<file path="config.mk">
export PLATFORM = sky130hd
export DESIGN_NAME = hv_startup_seq
export DESIGN_NICKNAME = d
export VERILOG_FILES = /design/src/rtl/hv_seq_pkg.sv /design/src/rtl/hv_seq_timer.sv /design/src/rtl/hv_seq_fsm.sv /design/src/rtl/hv_trip_latch.sv /design/src/rtl/hv_startup_seq.sv
export SDC_FILE = /design/constraint.sdc
export NUM_CORES = 1
export LEC_CHECK = 0
export BUFFER_PORTS_ARGS = -buffer_cell sky130_fd_sc_hd__buf_2
export CORE_ASPECT_RATIO = 0.75
export CORE_UTILIZATION = 38
export DETAILED_ROUTE_END_ITERATION = 16
export MAX_ROUTING_LAYER = met4
export SLEW_MARGIN = 25
export SYNTH_ARGS = -nofsm -noshare
export SYNTH_HDL_FRONTEND = slang
export SYNTH_SLANG_ARGS = --single-unit
</file>
<file path="constraint.sdc">
create_clock -name clk -period 1.9 [get_ports clk]
set_input_delay 0.095 -clock clk [delete_from_list [all_inputs] [get_ports clk]]
set_output_delay 0.095 -clock clk [all_outputs]
set_load 0.05 [all_outputs]
</file>
<file path="src/rtl/hv_seq_pkg.sv">
package hv_seq_pkg;

    typedef enum logic [2:0] {
        SEQ_RESET = 3'd0,
        SEQ_CLEAR = 3'd1,
        SEQ_RELAY = 3'd2,
        SEQ_BLANK = 3'd3,
        SEQ_ARMED = 3'd4
    } seq_state_e;

    typedef struct packed {
        logic dac_clear;
        logic relay_on;
        logic monitor_on;
        logic ready;
    } seq_ctrl_t;

    // Bits needed to hold a count from 0 to n-1.
    function automatic int unsigned cnt_width(input int unsigned n);
        return (n < 2) ? 1 : $clog2(n);
    endfunction

    function automatic int unsigned max_u(input int unsigned a, input int unsigned b);
        return (a > b) ? a : b;
    endfunction

    // Output controls implied by each phase.
    function automatic seq_ctrl_t decode_ctrl(input seq_state_e s);
        seq_ctrl_t c;
        c = '0;
        unique case (s)
            SEQ_RESET: c.dac_clear  = 1'b1;
            SEQ_CLEAR: c.dac_clear  = 1'b1;
            SEQ_RELAY: c.relay_on   = 1'b1;
            SEQ_BLANK: c.relay_on   = 1'b1;
            SEQ_ARMED: begin
                c.relay_on   = 1'b1;
                c.monitor_on = 1'b1;
                c.ready      = 1'b1;
            end
            default:   c.dac_clear  = 1'b1;
        endcase
        return c;
    endfunction

endpackage

</file>
<file path="src/rtl/hv_seq_timer.sv">
module hv_seq_timer #(
    parameter int unsigned WIDTH = 8
) (
    input  logic             clk,
    input  logic             rst,
    input  logic             load,
    input  logic [WIDTH-1:0] load_val,
    output logic             done
);

    logic [WIDTH-1:0] count_q;

    always_ff @(posedge clk) begin
        if (rst) begin
            count_q <= '0;
        end else if (load) begin
            count_q <= load_val;
        end else if (count_q != '0) begin
            count_q <= count_q - 1'b1;
        end
    end

    assign done = (count_q == '0);

endmodule

</file>
<file path="src/rtl/hv_seq_fsm.sv">
module hv_seq_fsm
    import hv_seq_pkg::*;
#(
    parameter int unsigned CLEAR_CYCLES = 4,
    parameter int unsigned BLANK_CYCLES = 16,
    parameter int unsigned TW           = 4
) (
    input  logic          clk,
    input  logic          rst,
    input  logic          timer_done,
    output logic          timer_load,
    output logic [TW-1:0] timer_val,
    output seq_state_e    state
);

    localparam logic [TW-1:0] CLEAR_LOAD = TW'(CLEAR_CYCLES - 1);
    localparam logic [TW-1:0] BLANK_LOAD = TW'(BLANK_CYCLES - 1);

    seq_state_e state_q, state_d;

    always_comb begin
        state_d    = state_q;
        timer_load = 1'b0;
        timer_val  = '0;
        unique case (state_q)
            SEQ_RESET: begin
                state_d    = SEQ_CLEAR;
                timer_load = 1'b1;
                timer_val  = CLEAR_LOAD;
            end
            SEQ_CLEAR: begin
                if (timer_done) begin
                    state_d = SEQ_RELAY;
                end
            end
            SEQ_RELAY: begin
                state_d    = SEQ_BLANK;
                timer_load = 1'b1;
                timer_val  = BLANK_LOAD;
            end
            SEQ_BLANK: begin
                if (timer_done) begin
                    state_d = SEQ_ARMED;
                end
            end
            SEQ_ARMED: state_d = SEQ_ARMED;
            default:   state_d = SEQ_RESET;
        endcase
    end

    always_ff @(posedge clk) begin
        if (rst) begin
            state_q <= SEQ_RESET;
        end else begin
            state_q <= state_d;
        end
    end

    assign state = state_q;

endmodule

</file>
<file path="src/rtl/hv_trip_latch.sv">
module hv_trip_latch #(
    parameter int unsigned NUM_TRIP = 4
) (
    input  logic                clk,
    input  logic                rst,
    input  logic                arm,
    input  logic [NUM_TRIP-1:0] trip_in,
    input  logic [NUM_TRIP-1:0] trip_mask,
    output logic                trip_out
);

    logic [NUM_TRIP-1:0] live;
    logic                trip_q;

    assign live = trip_in & ~trip_mask;

    always_ff @(posedge clk) begin
        if (rst) begin
            trip_q <= 1'b0;
        end else if (arm && (live != '0)) begin
            trip_q <= 1'b1;
        end
    end

    assign trip_out = trip_q;

endmodule

</file>
<file path="src/rtl/hv_startup_seq.sv">
module hv_startup_seq
    import hv_seq_pkg::*;
#(
    parameter int unsigned NUM_DAC      = 8,
    parameter int unsigned NUM_RELAY    = 2,
    parameter int unsigned NUM_TRIP     = 6,
    parameter int unsigned CLEAR_CYCLES = 16,
    parameter int unsigned BLANK_CYCLES = 250_000_000
) (
    input  logic                 clk,
    input  logic                 rst,
    input  logic [NUM_TRIP-1:0]  trip_in,
    input  logic [NUM_TRIP-1:0]  trip_mask,
    output logic [NUM_DAC-1:0]   dac_clear,
    output logic [NUM_RELAY-1:0] relay_en,
    output logic                 monitor_en,
    output logic                 ready,
    output logic                 protect_trip
);

    localparam int unsigned TW = cnt_width(max_u(CLEAR_CYCLES, BLANK_CYCLES));

    seq_state_e    state;
    seq_ctrl_t     ctrl;
    logic          timer_load;
    logic [TW-1:0] timer_val;
    logic          timer_done;

    hv_seq_fsm #(
        .CLEAR_CYCLES (CLEAR_CYCLES),
        .BLANK_CYCLES (BLANK_CYCLES),
        .TW           (TW)
    ) i_fsm (
        .clk        (clk),
        .rst        (rst),
        .timer_done (timer_done),
        .timer_load (timer_load),
        .timer_val  (timer_val),
        .state      (state)
    );

    hv_seq_timer #(
        .WIDTH (TW)
    ) i_timer (
        .clk      (clk),
        .rst      (rst),
        .load     (timer_load),
        .load_val (timer_val),
        .done     (timer_done)
    );

    assign ctrl = decode_ctrl(state);

    generate
        for (genvar d = 0; d < NUM_DAC; d++) begin : g_dac
            assign dac_clear[d] = ctrl.dac_clear;
        end
        for (genvar r = 0; r < NUM_RELAY; r++) begin : g_relay
            assign relay_en[r] = ctrl.relay_on;
        end
    endgenerate

    assign monitor_en = ctrl.monitor_on;
    assign ready      = ctrl.ready;

    hv_trip_latch #(
        .NUM_TRIP (NUM_TRIP)
    ) i_trip (
        .clk       (clk),
        .rst       (rst),
        .arm       (ctrl.monitor_on),
        .trip_in   (trip_in),
        .trip_mask (trip_mask),
        .trip_out  (protect_trip)
    );

endmodule

</file>
==> results of run 1 <==
[what timing repair did]
item / CTS / global route
endpoints found under the hold margin: 0 / 0
hold buffers: 0 / 0
resized for setup: 0 / 10
setup endpoints to repair: 0 / 22
[flip-flops by register name (all words and copies together), names as in the netlist]
signal,flops
i_timer.count_q,28
i_fsm.state,3
i_trip.trip_out,1
[routing by layer]
layer / GRT usage, % / vias up / share of wire, % / wire length (um)
met5: - / - / 0 / 0
met4: 6.12 / 0 / 0.94 / 36
met3: 5.33 / 4 / 4.3 / 166
met2: 24.2 / 23 / 40 / 1550
met1: 24.5 / 665 / 54 / 2070
li1: - / 761 / - / -
[per-stage QoR]
stage | TNS (ns) | cells | total power, W
after floorplan | -0.650 | 204 | 0.00120
after global placement | 0 | 283 | 0.00134
after detailed placement | 0 | 283 | 0.00134
after CTS | 0 | 288 | 0.00181
after global routing | -0.0776 | 288 | 0.00193
final | 0 | 288 | 0.00182
[final timing paths]
kind              slack, ns                  end  cells after the start
setup / recovery       0.11  i_timer.count_q[26]                      7
hold / removal         0.14      i_trip.trip_out                      2
setup reg to reg       0.11  i_timer.count_q[26]                      7
hold reg to reg        0.46      i_trip.trip_out                      2
[cells in the mapped netlist, types with 2 or more instances]
master,n
a21oi_1,13
o211ai_1,5
xnor2_1,7
o21ai_0,11
buf_4,10
o21ai_1,4
dfxtp_1,32
or3_4,2
nor4_1,3
buf_2,2
and2_1,2
nor3_1,6
nor3_2,4
xor2_1,17
inv_1,10
nand4b_1,2
nand3_1,3
or4_1,2
nand3b_1,2
nand4_1,3
or2_2,5
clkbuf_1,4
o22ai_1,3
nor4_2,2
nand2_1,3
nand2b_1,2
ha_1,2
nor2_1,21
or3_1,4
[cell type report]
type,count,area share [%]
clock buffer,5,3.27
multi-input combinational,146,50.6
timing repair buffer,38,10.5
sequential,32,30.5
inverter,10,1.79
tap,57,3.39
[power groups by stage]
| stage | combinational (W) | sequential, W | clock (W) |
|---|---|---|---|
| after floorplan | 0.000430 | 0.000773 | 0 |
| after global placement | 0.000559 | 0.000785 | 0 |
| after detailed placement | 0.000559 | 0.000785 | 0 |
| after CTS | 0.000564 | 0.000771 | 0.000475 |
| after global routing | 0.000641 | 0.000779 | 0.000505 |
| final | 0.000582 | 0.000773 | 0.000465 |
[kinds of logic after synthesis]
kind of cell / synth area share [%]
XOR/XNOR: 11.7
multiplexers: 0.558
adder cells (fa/ha/maj): 1.39
flip-flops: 35.7
AO/OA/AOI/OAI: 13.0
AND/OR/NAND/NOR: 29.9
buffers and inverters: 7.67
==> impl_results.md, run 1 <==
* Ys async rst share at 0%
* Die extent in x at 81.3 um
* Yosys warning count at 0
* Sequential Power Share at ~43%
* Drt total wl at 3820 um
* Finished Core Util at 46.8%
* Crit-path max FO at 4
* Cell Int Power at roughly 0.0012 W
* Final Hold Vio Count at 0
* RSZ-0062 raised after global routing: yes
* Port buffer count at 26
* Setup crit end kind: flop
* Final ANT Viol Nets at 0
* Count of pins over their slew limit at 0
* Clock Skew at 0.00298 ns
* Synth area leaders: dfxtp_1 (36%), xor2_1 (8.3%), nor2_1 (4.4%)
* CP startpoint: i_timer.count_q[0]
* Layout cells sized above 1 at 29.4%
* PD cells at 866 nW/um2
* Final setup violation count at 0
* Initial antenna violation count at 0
* VDD IR max at 0.382 mV
* Fin worst setup slack at 0.105 ns
* Die H at roughly 60 um
* Distinct cells, synth at between 40 and 50
* Fin crit share at 94.5%
* Max capacitance violation total at 0
* TritonCTS clock tree: built
* Area Growth Syn to Fin at 17.2%
* Largest net degree at the start of global routing at 15
* Switch share at roughly a third
* Critical-path cell list: inv_1, ha_2, or4b_4, buf_4, nor3_1, xnor2_1, o21ai_1
* Placed cell areas at around 2000 um2
* Clock power share at about a quarter
* Final Wtd Congestion at about 0.85
* Commonest non-fill, non-tap cell in the layout: dfxtp_1
* Wire per inst at between 10 and 15 um
* Initial Utilization at 39.9%
* Fill cell total of the finished layout at roughly 440
* FMAX at roughly 0.56 GHz
* DR iter-0 viols at 72
* Multi-input gate area at 1060 um2
* Gate power share at 32.0%
* P_leak at 0.847 nW
* Diode count at 0
* Clk_lat worst skew at between 0.2 and 0.3 ns
* Max-slew headroom at 67.6%
* Final Critical Period at 1.79 ns
* Post-synth top area share at 35.7%
* Post-CTS Setup Bufs at 0
* Storage element area at 641 um2
* Clock Path Buffers at 2
* Final nets at 249
* Post-synth top flop: dfxtp_1
* CP arrival at 1.96 ns
* Buf+Inv Stages, Crit Path at 2
* Grt ovf at 0
* Critical Path RT at 2.07 ns
* Worst hold-check path type: input port to flop
* DR DRC count at 0
* Ports at 27
* DP Worst Slack at about 0.026 ns
* Critical Path Max Stage Delay at 0.51 ns
* DR vias at 1,453
* Sequential fraction of the synthesis area at 35.7%
* Vias per inst at about 5.0
* Worst slew pin tran at 0.485 ns
* Min-delay src: rst
* Drt pass-1 iters at 4
* Hold Slack at 0.138 ns
* Net Count, Synth at 220
* Delay-heaviest family, CP: simple AND/OR/NAND/NOR gates
* Global Route Usage Sum at 17.8%
* Clk root buf: clkbuf_8
* Critical-path top delay cell: or4b_4
* TritonCTS Buffers at 5
* Floorplan row count at 21
* Sink Count at 32
* FF-to-FF Start: i_timer.count_q[0]
* Crit Path Class: flop to flop
* P_sw at 0.000618 W
* First-pass GRT wire length at 6210 um
* EDFF count, synth at 0
* Startpoint types: flop
* Status: finished, final reports clean
* Syn avg cell area at 8.80 um2
* Most frequent cells in the layout: dfxtp_1 (32), buf_2 (26), nor2_1 (20)
* Die area at 5000 um2
* Core ar. at between 4000 and 5000 um2
* Vias in the first global route at ~1,300
* H-tree levels at 2
* Yosys reg bits at 32
* CTS clk-pin slew, worst paths at 0.06 ns
* Hpwl dp at 2910 um
* Design area at between 2000 and 2500 um2
* Cells after synthesis at 204
* Cell Area, Synth at 1790 um2
* Area leader, netlist: dfxtp_1
No activity file was read; power rests on OpenSTA's default activity.
==> run 2: changes to the inputs <==
Settings changed: CORE_ASPECT_RATIO 0.75 to 1.75.
==> impl_results.md, run 2 (same netlist as run 1, synthesis figures left out) <==
* Grt ovf at 0 (unchanged)
* Most frequent cells in the layout: dfxtp_1 (30), buf_2 (26), nor2_1 (20)
* Vias per inst at 5.32 (+5.5%)
* Max reg flops at 28 (unchanged)
* Largest net degree at the start of global routing at 14 (-1)
* Hold Slack at 0.121 ns (-0.0168 ns)
* Drt pass-1 iters at 4 (unchanged)
* Die area at 5010 um2 (+0.16%)
* Final setup violation count at 0 (unchanged)
* Fin crit share at 95.1% (+0.60 points)
* Status: finished, final reports clean
* Max capacitance violation total at 0 (unchanged)
* Initial antenna violation count at 0 (unchanged)
* Setup crit end kind: flop
* Clock Path Buffers at 2 (unchanged)
* Die H at 92.9 um (+51%)
* Vias in the first global route at 1,547 (+21%)
* Hpwl dp at 3260 um (+12%)
* Final non-filler cell total at 290 (+0.69%)
* CP arrival at 2.02 ns (+0.06 ns)
* Count of pins over their slew limit at 0 (unchanged)
* Area Growth Syn to Fin at 19.7%
* Crit Path Class: flop to flop
* TritonCTS Buffers at 5 (unchanged)
* TritonCTS clock tree: built
* Commonest non-fill, non-tap cell in the layout: dfxtp_1
* Hold buffer count at CTS at 0 (unchanged)
* Clock Skew at 0.00389 ns (+0.000912 ns)
* Sink Count at 32 (unchanged)
* Critical-path cell list: inv_2, ha_1, nor4b_2, nand4_2, buf_4, nor2_1, buf_4, or4_1, a21oi_1
* Port buffer count at 26 (unchanged)
* Clk root buf: clkbuf_8
* Final Wtd Congestion at 0.917 (+7.4%)
* Ports at 27 (unchanged)
* First-pass GRT wire length at 7000 um (+13%)
* Final nets at 255 (+2.4%)
* DR vias at 1,543 (+6.2%)
* Wire per inst at 14.3 um (+8.0%)
* Placed instance count at 283 (unchanged)
* DR DRC count at 0 (unchanged)
* Startpoint types: flop
* Worst hold-check path type: input port to flop
* Max-slew headroom at 75.5% (+7.9 points)
* P_leak at 0.879 nW (+3.7%)
* Core ar. at 4480 um2 (-0.19%)
* Critical-path top delay cell: or4_1
* H-tree levels at 2 (unchanged)
* Design area at 2150 um2 (+2.2%)
* Final Hold Vio Count at 0 (unchanged)
* Diode count at 0 (unchanged)
* RSZ-0062 raised after global routing: no
* Drt total wl at 4160 um (+8.8%)
* Die extent in x at 53.9 um (-34%)
* Critical Path Max Stage Delay at 0.46 ns (-0.05 ns)
* DR iter-0 viols at 27 (-63%)
* Global Route Usage Sum at 20.4% (+2.6 points)
* Layout cells sized above 1 at 33.1% (+3.6 points)
* FMAX at 0.554 GHz (-0.63%)
* PD cells at 896 nW/um2 (+3.5%)
* Top cell by count, worst path: buf_4
* Total negative slack at 0 ns (unchanged)
* Critical Path RT at 2.12 ns (+0.05 ns)
* CTS clk-pin slew, worst paths at 0.06 ns (about the same)
* Final ANT Viol Nets at 0 (unchanged)
* Initial Utilization at 40.0% (+0.078 points)
* Post-CTS Setup Bufs at 0 (unchanged)
* Floorplan row count at 32 (+52%)
* Placed cell areas at 2040 um2 (+1.9%)
* Largest reg by FF count: i_timer.count_q
* Worst slew pin tran at 0.365 ns (-0.121 ns)
* Clk_lat worst skew at 0.28 ns (about the same)
* VDD IR max at 0.616 mV (+61%)
* Final Critical Period at 1.81 ns (+0.0114 ns)
* Crit-path max FO at 4 (unchanged)
[run 2: repair_timing]
item	CTS	global route
hold endpoints to repair	0	0
setup endpoints to repair	5	27
resized for setup	2	5
pin swaps	0	1
[run 2: path summary, 6_finish.rpt]
check / start / endpoint / slack (ns) / cells past startpoint
worst max register to register: i_timer.count_q[0] / i_timer.count_q[19] / 0.09 / 9
worst min register to register: i_trip.trip_out / i_trip.trip_out / 0.48 / 2
worst min-delay path: rst / i_timer.count_q[0] / 0.12 / 2
worst max-delay path: i_timer.count_q[0] / i_timer.count_q[19] / 0.09 / 9
[run 2: stage by stage]
stage	utilization, %	power, W	setup WS (ns)
after floorplan	-	0.00120	-0.0928
after global placement	45.4	0.00136	-0.0405
after detailed placement	45.4	0.00136	-0.0555
after CTS	47.7	0.00194	0.0479
after global routing	47.9	0.00203	0.00171
final	47.9	0.00193	0.0940
[run 2: critical path, delay by kind of cell, from the launching register on]
| kind | cells | cell delay (ns) |
|---|---|---|
| compound gates | 1 | 0.13 |
| buf+inv | 3 | 0.32 |
| flops | 1 | 0.33 |
| simple gates | 4 | 0.78 |
| fa+ha+maj | 1 | 0.18 |
[run 2: area by class of cell]
class                      instances  area (um2)
fill                             472        2340
sequential                        32         643
inverter                          10        37.5
timing repair buffer              44         265
clock buffer                       7        96.3
tap                               51        63.8
multi-input combinational        146        1040
[run 2: report_power, final]
group / leakage (nW) / internal [W] / switching (W)
logic: 0.567 / 0.000251 / 0.000337
registers: 0.261 / 0.000717 / 0.0000542
clock network: 0.0503 / 0.000322 / 0.000245
[run 2: layer usage]
metal  vias up  part of all wire [%]  GRT usage [%]
met1       711                    36           19.3
met2        42                    56           35.4
met5         -                     0              -
met4         0                   4.5           12.9
li1        776                     -              -
met3        14                   3.7           3.61
